## src/rtl/phy_ser_pkg.sv

```systemverilog
package phy_ser_pkg;
  localparam int BYTE_W = 8;
  localparam logic [BYTE_W-1:0] SFD_BYTE = 8'hA7;

  typedef enum logic [2:0] {
    ST_IDLE,
    ST_PRE,
    ST_SFD,
    ST_PHR,
    ST_PAY
  } ser_state_e;
endpackage

```

## src/rtl/phy_ser_ctrl.sv

```systemverilog
module phy_ser_ctrl
  import phy_ser_pkg::*;
#(
  parameter int PRE_BYTES = 4,
  parameter int LEN_W     = 7
) (
  input  logic             clk_i,
  input  logic             rst_ni,
  input  logic             start_i,
  input  logic [LEN_W-1:0] len_i,
  input  logic             beat_i,
  output ser_state_e       state_o,
  output logic [LEN_W-1:0] len_q_o,
  output logic             last_o,
  output logic             err_o
);
  localparam int PRE_W = (PRE_BYTES > 1) ? $clog2(PRE_BYTES) : 1;
  localparam logic [PRE_W-1:0] PRE_LAST = PRE_W'(PRE_BYTES - 1);

  ser_state_e       state_q;
  logic [LEN_W-1:0] len_q;
  logic [PRE_W-1:0] pre_cnt_q;
  logic [LEN_W-1:0] pay_cnt_q;
  logic             err_q;

  assign last_o  = (state_q == ST_PAY) && (pay_cnt_q == len_q - LEN_W'(1));
  assign state_o = state_q;
  assign len_q_o = len_q;
  assign err_o   = err_q;

  always_ff @(posedge clk_i or negedge rst_ni) begin
    if (!rst_ni) begin
      state_q   <= ST_IDLE;
      len_q     <= '0;
      pre_cnt_q <= '0;
      pay_cnt_q <= '0;
      err_q     <= 1'b0;
    end else begin
      err_q <= 1'b0;
      unique case (state_q)
        ST_IDLE: if (start_i) begin
          if (len_i == '0) begin
            err_q <= 1'b1;
          end else begin
            len_q     <= len_i;
            pre_cnt_q <= '0;
            state_q   <= ST_PRE;
          end
        end
        ST_PRE: if (beat_i) begin
          if (pre_cnt_q == PRE_LAST) state_q <= ST_SFD;
          else pre_cnt_q <= pre_cnt_q + PRE_W'(1);
        end
        ST_SFD: if (beat_i) state_q <= ST_PHR;
        ST_PHR: if (beat_i) begin
          pay_cnt_q <= '0;
          state_q   <= ST_PAY;
        end
        ST_PAY: if (beat_i) begin
          if (last_o) state_q <= ST_IDLE;
          else pay_cnt_q <= pay_cnt_q + LEN_W'(1);
        end
        default: state_q <= ST_IDLE;
      endcase
    end
  end

  // mid-frame start must not disturb the latched length
  p_len_hold_r8: assert property (@(posedge clk_i) disable iff (!rst_ni)
    (state_q != ST_IDLE && start_i) |=> $stable(len_q));

  p_zero_len_err_r7: assert property (@(posedge clk_i) disable iff (!rst_ni)
    (state_q == ST_IDLE && start_i && len_i == '0) |=> (err_q && state_q == ST_IDLE));

  p_err_idle_r7: assert property (@(posedge clk_i) disable iff (!rst_ni)
    err_q |-> (state_q == ST_IDLE));
endmodule

```

## src/rtl/phy_ser_mux.sv

```systemverilog
module phy_ser_mux
  import phy_ser_pkg::*;
#(
  parameter int LEN_W = 7
) (
  input  ser_state_e        state_i,
  input  logic [LEN_W-1:0]  len_q_i,
  input  logic              last_i,
  input  logic              in_valid_i,
  input  logic [BYTE_W-1:0] in_data_i,
  input  logic              out_ready_i,
  output logic              in_ready_o,
  output logic              out_valid_o,
  output logic [BYTE_W-1:0] out_data_o,
  output logic              out_last_o
);
  localparam int PAD_W = BYTE_W - LEN_W;

  always_comb begin
    out_valid_o = 1'b0;
    out_data_o  = '0;
    out_last_o  = 1'b0;
    in_ready_o  = 1'b0;
    unique case (state_i)
      ST_PRE: out_valid_o = 1'b1;
      ST_SFD: begin
        out_valid_o = 1'b1;
        out_data_o  = SFD_BYTE;
      end
      ST_PHR: begin
        out_valid_o = 1'b1;
        out_data_o  = {{PAD_W{1'b0}}, len_q_i};
      end
      ST_PAY: begin
        out_valid_o = in_valid_i;
        out_data_o  = in_data_i;
        out_last_o  = last_i;
        in_ready_o  = out_ready_i;
      end
      default: ;
    endcase
  end
endmodule

```

## src/rtl/phy_frame_serializer.sv

```systemverilog
module phy_frame_serializer
  import phy_ser_pkg::*;
#(
  parameter int PRE_BYTES = 4,
  parameter int LEN_W     = 7
) (
  input  logic             clk_i,
  input  logic             rst_ni,
  input  logic             start_i,
  input  logic [LEN_W-1:0] len_i,
  input  logic             in_valid_i,
  input  logic [7:0]       in_data_i,
  output logic             in_ready_o,
  output logic             out_valid_o,
  output logic [7:0]       out_data_o,
  output logic             out_last_o,
  input  logic             out_ready_i,
  output logic             err_o
);
  ser_state_e       state;
  logic [LEN_W-1:0] len_q;
  logic             last;
  logic             beat;

  assign beat = out_valid_o && out_ready_i;

  phy_ser_ctrl #(.PRE_BYTES(PRE_BYTES), .LEN_W(LEN_W)) u_ctrl (
    .clk_i   (clk_i),
    .rst_ni  (rst_ni),
    .start_i (start_i),
    .len_i   (len_i),
    .beat_i  (beat),
    .state_o (state),
    .len_q_o (len_q),
    .last_o  (last),
    .err_o   (err_o)
  );

  phy_ser_mux #(.LEN_W(LEN_W)) u_mux (
    .state_i     (state),
    .len_q_i     (len_q),
    .last_i      (last),
    .in_valid_i  (in_valid_i),
    .in_data_i   (in_data_i),
    .out_ready_i (out_ready_i),
    .in_ready_o  (in_ready_o),
    .out_valid_o (out_valid_o),
    .out_data_o  (out_data_o),
    .out_last_o  (out_last_o)
  );

  p_first_pre_r2: assert property (@(posedge clk_i) disable iff (!rst_ni)
    (state == ST_IDLE && start_i && len_i != '0) |=> (out_valid_o && out_data_o == 8'h00));

  p_hdr_hold_r9: assert property (@(posedge clk_i) disable iff (!rst_ni)
    (state != ST_PAY && out_valid_o && !out_ready_i) |=> (out_valid_o && $stable(out_data_o)));

  p_idle_after_last_r6: assert property (@(posedge clk_i) disable iff (!rst_ni)
    (out_valid_o && out_ready_i && out_last_o) |=> !out_valid_o);

  p_ready_gate_r5: assert property (@(posedge clk_i) disable iff (!rst_ni)
    in_ready_o |-> out_ready_i);

  p_phr_rsvd_r4: assert property (@(posedge clk_i) disable iff (!rst_ni)
    (state == ST_SFD && beat) |=> (out_valid_o && !out_data_o[7]));
endmodule

```

## config.mk

```make
export PLATFORM = sky130hd
export DESIGN_NAME = phy_frame_serializer
export DESIGN_NICKNAME = d
export VERILOG_FILES = /design/src/rtl/phy_ser_pkg.sv /design/src/rtl/phy_ser_ctrl.sv /design/src/rtl/phy_ser_mux.sv /design/src/rtl/phy_frame_serializer.sv
export SDC_FILE = /design/constraint.sdc
export NUM_CORES = 1
export LEC_CHECK = 0
export BUFFER_PORTS_ARGS = -buffer_cell sky130_fd_sc_hd__buf_4
export CORE_ASPECT_RATIO = 0.5
export CORE_MARGIN = 4
export CORE_UTILIZATION = 45
export DETAILED_ROUTE_END_ITERATION = 12
export GPL_ROUTABILITY_DRIVEN = 0
export GPL_TIMING_DRIVEN = 1
export PLACE_DENSITY = 0.68
export SYNTH_ARGS = -nofsm -noshare
export SYNTH_HDL_FRONTEND = slang
export SYNTH_HIERARCHICAL = 1
export SYNTH_SLANG_ARGS = --single-unit
```

## constraint.sdc

```tcl
create_clock -name clk_i -period 2.1 [get_ports clk_i]
set_input_delay 0.21 -clock clk_i [delete_from_list [all_inputs] [get_ports clk_i]]
set_output_delay 0.21 -clock clk_i [all_outputs]
set_load 0.02 [all_outputs]
```

==> results of run 1 <==
[registers in the layout, summed over array words and instances, names as in the netlist]
name,cells
u_ctrl/len_q_o,7
u_ctrl/pay_cnt_q,7
u_ctrl/state_o,3
u_ctrl/pre_cnt_q,2
u_ctrl/err_o,1
[per-stage QoR]
step | util [%] | std cells | cell area (um^2)
after floorplan | - | 147 | 1430
after global placement | 65.2 | 226 | 1800
after detailed placement | 65.2 | 226 | 1800
after CTS | 69.7 | 235 | 1930
after global routing | 70.1 | 236 | 1940
final | 70.1 | 236 | 1940
[path summary, 6_finish.rpt]
check                                 endpoint                start  slack, ps
min                          u_ctrl/len_q_o[6]             len_i[6]        180
min reg2reg                u_ctrl/pre_cnt_q[0]  u_ctrl/pre_cnt_q[0]        510
max in group asynchronous    u_ctrl/len_q_o[5]               rst_ni       1510
max                                 out_last_o    u_ctrl/len_q_o[1]       -390
max reg2reg                u_ctrl/pay_cnt_q[5]    u_ctrl/len_q_o[1]       -140
min in group asynchronous  u_ctrl/pre_cnt_q[0]               rst_ni        380
[power by group]
group / switching [W] / internal (W)
combinational: 0.000671 / 0.000715
sequential: 0.000137 / 0.000505
clock: 0.000123 / 0.000167
[worst max-delay path: stages (launching register included)]
cell and delay [ps]:
dfrtp_1 400, inv_2 90, ha_4 170, nor2b_2 50
o31a_1 280, a2111o_1 370, a221o_2 310, nor2b_1 110
and2_4 140, buf_6 110
[what timing repair did]
action / CTS / global route
pin swaps: 6 / 2
buffers inserted: 4 / 2
hold endpoints to repair: 20 / 0
hold buffers: 1 / 0
endpoints found under the setup margin: 9 / 9
gates resized for setup: 9 / 1
[layout by cell type (no fill, tap or decap), types with 3 or more instances in the layout]
master     n
a22o_1     4
a31oi_1    3
and2_1     3
and3_1     3
buf_4     52
clkbuf_8   4
dfrtp_1   20
inv_1      4
mux2_2     5
mux2i_1    7
nand2_1   18
nand2b_1   7
nand3b_1   3
nand4_1    3
nor2_1     4
nor2b_1    3
nor3b_1    3
o21ai_0    5
xnor2_1    4
[final cells by class]
| type | instances | area, um^2 | share of cell area (%) |
|---|---|---|---|
| flip-flops and latches | 20 | 500 | 25.8 |
| well taps | 37 | 46.3 | 2.39 |
| multi-input cells | 115 | 903 | 46.6 |
| repair buffers | 54 | 412 | 21.2 |
| inverters | 6 | 22.5 | 1.16 |
| clock buffers | 4 | 55.1 | 2.84 |
[layer usage]
metal  global-route usage (%)  wire length [um]  vias to the layer above  part of all wire, %
li1                         -                 -                      635                    -
met1                     26.0              1750                      613                   48
met3                     4.90               311                        5                  8.5
met4                     3.73                37                        0                  1.0
met2                     31.0              1540                       42                   42
met5                        0                 0                        -                    0
[kinds of logic (layout without fill, tap and decap cells)]
group	count (synthesis)	after routing	share of synthesized area (%)
buf+inv	12	64	4.13
fa+ha+maj	3	3	2.69
xor+xnor	7	7	5.38
mux	14	14	10.6
compound gates	24	24	12.6
flops	20	20	35.9
simple gates	67	67	28.7
==> impl_metrics.env, run 1 <==
export IMPL_status="complete, but fails checks"
export IMPL_violations="negative setup slack"
export IMPL_async_flop_share_pct=100
export IMPL_die_w_um=86.7
export IMPL_ys_top_cells_by_area="dfrtp_1 36%, mux2i_1 5.7%, nand2_1 4.8%, mux2_2 4.0%, nand2b_1 3.1%"
export IMPL_clockBufferDepth=2
export IMPL_drc_errors=0
export IMPL_row_count=13
export IMPL_cts_sinks=20
export IMPL_drive_above_1_share_pct=39.7
export IMPL_hold_viol=0
export IMPL_synth_common_cells="20 x dfrtp_1, 18 x nand2_1, 8 x mux2i_1"
export IMPL_ys_seq_elements=20
export IMPL_fin_setup_tns_ps=-1120
export IMPL_synth_edff_count=0
export IMPL_whs_ps=184
export IMPL_path_class="reg -> out"
export IMPL_whs_path_depth=2
export IMPL_cp_start_kind="flop"
export IMPL_relSlewSlack_pct=66.8
export IMPL_finalPower_w=0.00232
export IMPL_setup_viol=9
export IMPL_io_pins=32
export IMPL_initial_core_util_pct=50.5
export IMPL_pwr_density_cell_nw_per_um2=1190
export IMPL_finalCritPeriodShare_pct=119
export IMPL_cts_root_buf="clkbuf_8"
export IMPL_routedWlPerCell_um=15.4
export IMPL_yosysWarnings=6
export IMPL_viasPerCell=5.49
export IMPL_yosysTopAreaCell="dfrtp_1"
export IMPL_drt_first_pass_iters=4
export IMPL_antenna_found_initial=0
export IMPL_maxCapViolCount=0
export IMPL_cp_end_kind="output port"
export IMPL_die_h_um=47.4
export IMPL_synth_nets=170
export IMPL_leakage_nw=0.947
export IMPL_synth_area_um2=1400
export IMPL_area_delta_synth_final_pct=39.0
export IMPL_preCtsSetupSlack_ps=-148
export IMPL_worst_pin_slew_ps=499
export IMPL_n_fill_cell=231
export IMPL_hold_path_class="in -> reg"
export IMPL_required_ps=1890
export IMPL_layout_nets=223
export IMPL_clk_latency_ps=250
export IMPL_core_area_um2=2770
export IMPL_routed_wl_mm=3.64
export IMPL_grt_pass1_wl_mm=5.79
export IMPL_fin_ws_ps=-393
export IMPL_grt_pass1_vias=1192
export IMPL_rsz0062_at_grt="yes"
export IMPL_drv_slew=0
export IMPL_grt_max_degree=21
export IMPL_ys_flop_type="dfrtp_1"
export IMPL_max_freq_mhz=401
export IMPL_period_minus_slack_ps=2490
export IMPL_drt_iter0_markers=65
export IMPL_synth_cells=147
export IMPL_r2r_cells=9
export IMPL_yosysMostFrequentCell="dfrtp_1"
export IMPL_overflow=0
export IMPL_clock_skew_ps=1.12
export IMPL_hpwl_mm=2.76
export IMPL_yosysSeqAreaShare_pct=35.9
export IMPL_cp_arrival_ps=2280
export IMPL_path_max_fanout=6
export IMPL_portBuffers=31
export IMPL_cts_tree="done"
export IMPL_final_antenna_net_count=0
export IMPL_htree_levels=1
export IMPL_grt_usage_pct=18.9
export IMPL_synth_top_cell_area_share_pct=35.9
export IMPL_dieArea_um2=4110
export IMPL_diodes=0
export IMPL_vdd_ir_drop_max_mv=0.791
export IMPL_avgSynthCellArea_um2=9.49
export IMPL_vias=1295
export IMPL_clkTransAtPathRegs_ps=70
export IMPL_synth_cell_types=46
export IMPL_cts_buffers_inserted=3
Power figures use the tool's default switching activity.
==> run 2: changes to the inputs <==
Settings changed: CORE_MARGIN 4 to unset, CORE_UTILIZATION 45 to 40, PLACE_DENSITY 0.68 to 0.62.
==> run 2 against run 1 <==
Net effect:
- the flow still finishes with violations (negative setup slack)
- cell count is 0.85% higher
- non-clock buffer count is 1 lower
- clock power is 4% higher
- via count is 1.0% lower
- highest routed layer unchanged
==> impl_metrics.env, run 2 (synthesis results as in run 1) <==
export IMPL_clkTransAtPathRegs_ps=80
export IMPL_cts_sinks=20
export IMPL_slowest_delay_ps=370
export IMPL_regArea_um2=500
export IMPL_fin_util_pct=61.1
export IMPL_grt_max_degree=21
export IMPL_rrSetupSlack_ps=-100
export IMPL_met3_length_um=218
export IMPL_cp_common_cell="nor2b_1"
export IMPL_viasPerCell=5.39
export IMPL_layout_nets=222
export IMPL_area_delta_synth_final_pct=38.0
export IMPL_diodes=0
export IMPL_finalPower_w=0.00229
export IMPL_grt_pass1_vias=1172
export IMPL_cp_depth=9
export IMPL_path_max_fanout=5
export IMPL_io_pins=32
export IMPL_clk_latency_ps=260
export IMPL_met1Wirelength_mm=1.87
export IMPL_core_area_um2=3150
export IMPL_grt_pass1_wl_mm=5.80
export IMPL_finalCritPeriodShare_pct=118
export IMPL_initial_core_util_pct=44.2
export IMPL_routed_wl_mm=3.47
export IMPL_fin_ws_ps=-377
export IMPL_layout_common_cells="51 x buf_4, 20 x dfrtp_1, 18 x nand2_1"
export IMPL_violations="negative setup slack"
export IMPL_path_class="reg -> out"
export IMPL_status="complete, but fails checks"
export IMPL_drt_iter0_markers=48
export IMPL_row_count=14
export IMPL_leakage_nw=0.936
export IMPL_fin_setup_tns_ps=-836
export IMPL_grt_usage_pct=20.8
export IMPL_maxCapViolCount=0
export IMPL_whs_ps=167
export IMPL_final_antenna_net_count=0
export IMPL_die_w_um=85.5
export IMPL_routedWlPerCell_um=14.6
export IMPL_whs_path_depth=3
export IMPL_cp_arrival_ps=2270
export IMPL_drive_above_1_share_pct=38.4
export IMPL_met2_length_mm=1.36
export IMPL_die_h_um=43.8
export IMPL_r2r_cells=9
export IMPL_htree_levels=1
export IMPL_cp_start_kind="flop"
export IMPL_cp_end_kind="output port"
export IMPL_highest_layer="met4"
export IMPL_worst_pin_slew_ps=431
export IMPL_overflow=0
export IMPL_preCtsSetupSlack_ps=-125
export IMPL_dieArea_um2=3740
export IMPL_n_fill_cell=288
export IMPL_setup_viol=9
export IMPL_max_freq_mhz=404
export IMPL_drv_slew=0
export IMPL_portBuffers=31
export IMPL_hold_path_class="in -> reg"
export IMPL_antenna_found_initial=0
export IMPL_crit_path_top_delay_cell="dfrtp_1"
export IMPL_cts_buffers_inserted=3
export IMPL_hold_viol=0
export IMPL_multiInputGateArea_um2=893
export IMPL_cts_root_buf="clkbuf_8"
export IMPL_required_ps=1890
export IMPL_vias=1282
export IMPL_clockBufferDepth=2
export IMPL_drt_first_pass_iters=4
export IMPL_layout_commonest_cell="buf_4"
export IMPL_vdd_ir_drop_max_mv=0.639
export IMPL_clock_skew_ps=4.39
export IMPL_hpwl_mm=2.68
export IMPL_drc_errors=0
export IMPL_pwr_density_cell_nw_per_um2=1190
export IMPL_period_minus_slack_ps=2480
export IMPL_path_cells="inv_2 -> ha_4 -> nor2b_1 -> o31a_1 -> a2111o_1 -> a221o_2 -> nor2b_1 -> and2_4 -> buf_6"
export IMPL_rsz0062_at_grt="yes"
export IMPL_cts_tree="done"
export IMPL_cp_num_buf_inv=2
export IMPL_cp_top_family="compound AO/OA/AOI/OAI gates"
export IMPL_relSlewSlack_pct=71.3
[run 2: changes by cell type in the layout (fill, tap and decap cells not counted)]
cell / before / now
nor2b_2: 1 / 0
buf_4: 52 / 51
nor2b_1: 3 / 5
nor2b_4: 1 / 0
[run 2: power breakdown]
part / switching [W] / total (W) / internal (W) / leakage (nW)
clock network: 0.000133 / 0.000300 / 0.000167 / 0.0288
logic: 0.000657 / 0.00136 / 0.000699 / 0.649
registers: 0.000126 / 0.000631 / 0.000505 / 0.258
[run 2: per-stage QoR]
stage | cells | instance area [um^2]
global placement | 231 | 1820
finish | 238 | 1930
floorplan | 147 | 1430
CTS | 238 | 1930
global route | 238 | 1930
detailed placement | 231 | 1820
[run 2: worst paths after layout]
path	from	end
worst max-delay path	u_ctrl/len_q_o[1]	out_last_o
worst min-delay path	len_i[1]	u_ctrl/len_q_o[1]
worst max register to register	u_ctrl/len_q_o[1]	u_ctrl/pay_cnt_q[5]
worst min register to register	u_ctrl/pre_cnt_q[0]	u_ctrl/pre_cnt_q[0]
max in group asynchronous	rst_ni	u_ctrl/pay_cnt_q[4]
min in group asynchronous	rst_ni	u_ctrl/err_o
[run 2: layout make-up]
type,instances,share of cell area [%]
Clock buffer,4,2.86
Inverter,6,1.17
Multi-Input combinational cell,115,46.4
Sequential cell,20,26.0
Tap cell,40,2.60
Timing Repair Buffer,53,21.0
[run 2: worst register-to-register path: stages (launching register included)]
cell	delay, ps
dfrtp_1	370
inv_2	60
ha_4	170
nor2b_1	120
o31a_1	230
a2111o_1	360
a221o_2	320
buf_4	190
nand4_1	120
mux2i_1	190
[run 2: layer usage]
layer | track usage, % | vias to the layer above
li1 | - | 637
met1 | 30.0 | 610
met2 | 30.6 | 33
met3 | 5.71 | 2
met4 | 6.00 | 0
met5 | 0 | -
[run 2: timing repair]
item / in CTS / in global routing
gates resized for setup: 8 / 0
setup buffers: 2 / 1
endpoints found under the setup margin: 9 / 9
pin swaps: 2 / 1
hold endpoints to repair: 20 / 0
hold buffers: 1 / 0
==> run 3: changes to the inputs <==
Settings changed: CAP_MARGIN set to 10, PLACE_DENSITY 0.62 to 0.77.
==> run 3 against run 2 <==
Net effect:
- the run still ends with negative setup slack left
- register-to-register slack got worse by 180 ps
- cell count increased by 0.84%
- sequential share of layout area decreased by 0.63 points
- routed wire length increased by 14%
- sequential cell count unchanged
- combinational power increased by 8%
- non-clock buffer count increased by 2
- design area increased by 2.5%
- critical path type unchanged
- critical path depth unchanged
==> impl_metrics.env, run 3 (synthesis results as in run 1) <==
export IMPL_status="complete, but fails checks"
export IMPL_violations="negative setup slack"
export IMPL_io_pins=32
export IMPL_area_delta_synth_final_pct=41.4
export IMPL_pwr_share_seq_pct=26.4
export IMPL_layout_common_cells="52 x buf_4, 20 x dfrtp_1, 18 x nand2_1"
export IMPL_hpwl_mm=2.71
export IMPL_fin_util_pct=62.6
export IMPL_p_sw_share_pct=40.6
export IMPL_whs_ps=170
export IMPL_placed_area_um2=1810
export IMPL_pwr_density_cell_nw_per_um2=1210
export IMPL_n_fill_cell=244
export IMPL_slowest_delay_ps=370
export IMPL_drv_slew=0
export IMPL_worst_pin_slew_ps=481
export IMPL_layout_commonest_cell="buf_4"
export IMPL_required_ps=1890
export IMPL_initial_core_util_pct=44.2
export IMPL_layout_nets=224
export IMPL_leakage_nw=0.950
export IMPL_clkTransAtPathRegs_ps=70
export IMPL_routed_wl_mm=3.94
export IMPL_viasPerCell=5.64
export IMPL_cts_buffers_inserted=3
export IMPL_clk_latency_ps=260
export IMPL_grt_pass1_wl_mm=6.49
export IMPL_final_area_um2=1970
export IMPL_path_max_fanout=6
export IMPL_cp_common_cell="nor2b_1"
export IMPL_path_cells="inv_2 -> ha_4 -> nor2b_1 -> o31a_1 -> a2111o_1 -> a221o_2 -> nor2b_1 -> and2_4 -> buf_6"
export IMPL_drt_first_pass_iters=4
export IMPL_setup_viol=9
export IMPL_p_comb_share_pct=61.3
export IMPL_relSlewSlack_pct=67.9
export IMPL_cp_arrival_ps=2300
export IMPL_cts_root_buf="clkbuf_8"
export IMPL_htree_levels=1
export IMPL_dieArea_um2=3740
export IMPL_cts_sinks=20
export IMPL_drive_above_1_share_pct=40.0
export IMPL_overflow=0
export IMPL_period_minus_slack_ps=2510
export IMPL_pwr_share_clk_pct=12.3
export IMPL_routedWlPerCell_um=16.4
export IMPL_preCtsSetupSlack_ps=-136
export IMPL_multiInputGateArea_um2=918
export IMPL_portBuffers=31
export IMPL_fin_ws_ps=-409
export IMPL_clock_skew_ps=4.14
export IMPL_crit_path_top_delay_cell="dfrtp_1"
export IMPL_hold_path_class="in -> reg"
export IMPL_core_area_um2=3150
export IMPL_die_h_um=43.8
export IMPL_cp_end_kind="output port"
export IMPL_max_freq_mhz=399
export IMPL_row_count=14
export IMPL_grt_max_degree=21
export IMPL_finalCritPeriodShare_pct=119
export IMPL_vias=1354
export IMPL_rsz0062_at_grt="yes"
export IMPL_clockBufferDepth=2
export IMPL_antenna_found_initial=0
export IMPL_diodes=0
export IMPL_grt_usage_pct=23.2
export IMPL_die_w_um=85.5
export IMPL_drt_iter0_markers=118
export IMPL_p_switching_w=0.000972
export IMPL_path_class="reg -> out"
export IMPL_cp_start_kind="flop"
export IMPL_fin_setup_tns_ps=-1850
export IMPL_maxCapViolCount=0
export IMPL_final_antenna_net_count=0
export IMPL_regArea_um2=500
export IMPL_grt_pass1_vias=1336
export IMPL_cts_tree="done"
export IMPL_hold_viol=0
export IMPL_drc_errors=0
export IMPL_vdd_ir_drop_max_mv=0.348
export IMPL_p_int_w=0.00142
==> run 3: path summary, 6_finish.rpt <==
check,startpoint,end,slack (ps),cells past startpoint
setup reg to reg,u_ctrl/len_q_o[0],u_ctrl/pay_cnt_q[5],-280,10
min in group asynchronous,rst_ni,u_ctrl/err_o,360,2
setup / recovery,u_ctrl/len_q_o[0],out_last_o,-410,9
hold / removal,len_i[0],u_ctrl/len_q_o[0],170,3
hold reg to reg,u_ctrl/pre_cnt_q[0],u_ctrl/pre_cnt_q[0],520,1
max in group asynchronous,rst_ni,u_ctrl/len_q_o[5],1520,2
==> run 3: per-stage QoR <==
| step | total power [W] | instances |
|---|---|---|
| global placement | 0.00189 | 229 |
| floorplan | 0.00148 | 147 |
| finish | 0.00239 | 240 |
| global route | 0.00255 | 240 |
| detailed placement | 0.00194 | 229 |
| CTS | 0.00235 | 239 |
==> run 3: metal layers <==
| layer | vias to the layer above | share of wire, % | global-route usage [%] |
|---|---|---|---|
| li1 | 641 | - | - |
| met1 | 651 | 41 | 29.8 |
| met2 | 58 | 49 | 39.7 |
| met3 | 4 | 9.3 | 6.29 |
| met4 | 0 | 0.53 | 5.67 |
| met5 | - | 0 | 0 |
==> run 3: critical path: cells and delay by family, from the launching register on <==
kind | cells | cell delay, ps
and+or+nand+nor | 3 | 400
AOI/OAI and AO/OA | 3 | 910
buffers and inverters | 2 | 180
adders and majority gates | 1 | 170
DFF | 1 | 370
==> run 3: final cells by class <==
| class | count | share of cell area, % |
|---|---|---|
| Clock buffer | 4 | 2.79 |
| Inverter | 6 | 1.14 |
| Multi-Input combinational cell | 115 | 46.5 |
| Sequential cell | 20 | 25.4 |
| Tap cell | 40 | 2.54 |
| Timing Repair Buffer | 55 | 21.6 |
==> run 3: timing repair <==
action | 4_1_cts | 5_1_grt
pin swaps | 5 | 1
resized for setup | 12 | 3
setup buffers | 5 | 2
hold buffers | 1 | 0
setup endpoints to repair | 9 | 9
hold endpoints to repair | 20 | 0
==> run 3: power groups by stage <==
stage	registers (W)	logic (W)	clock network, W
finish	0.000632	0.00147	0.000295
global route	0.000645	0.00159	0.000315
CTS	0.000630	0.00142	0.000300
detailed placement	0.000635	0.00130	0
global placement	0.000626	0.00126	0
floorplan	0.000636	0.000844	0
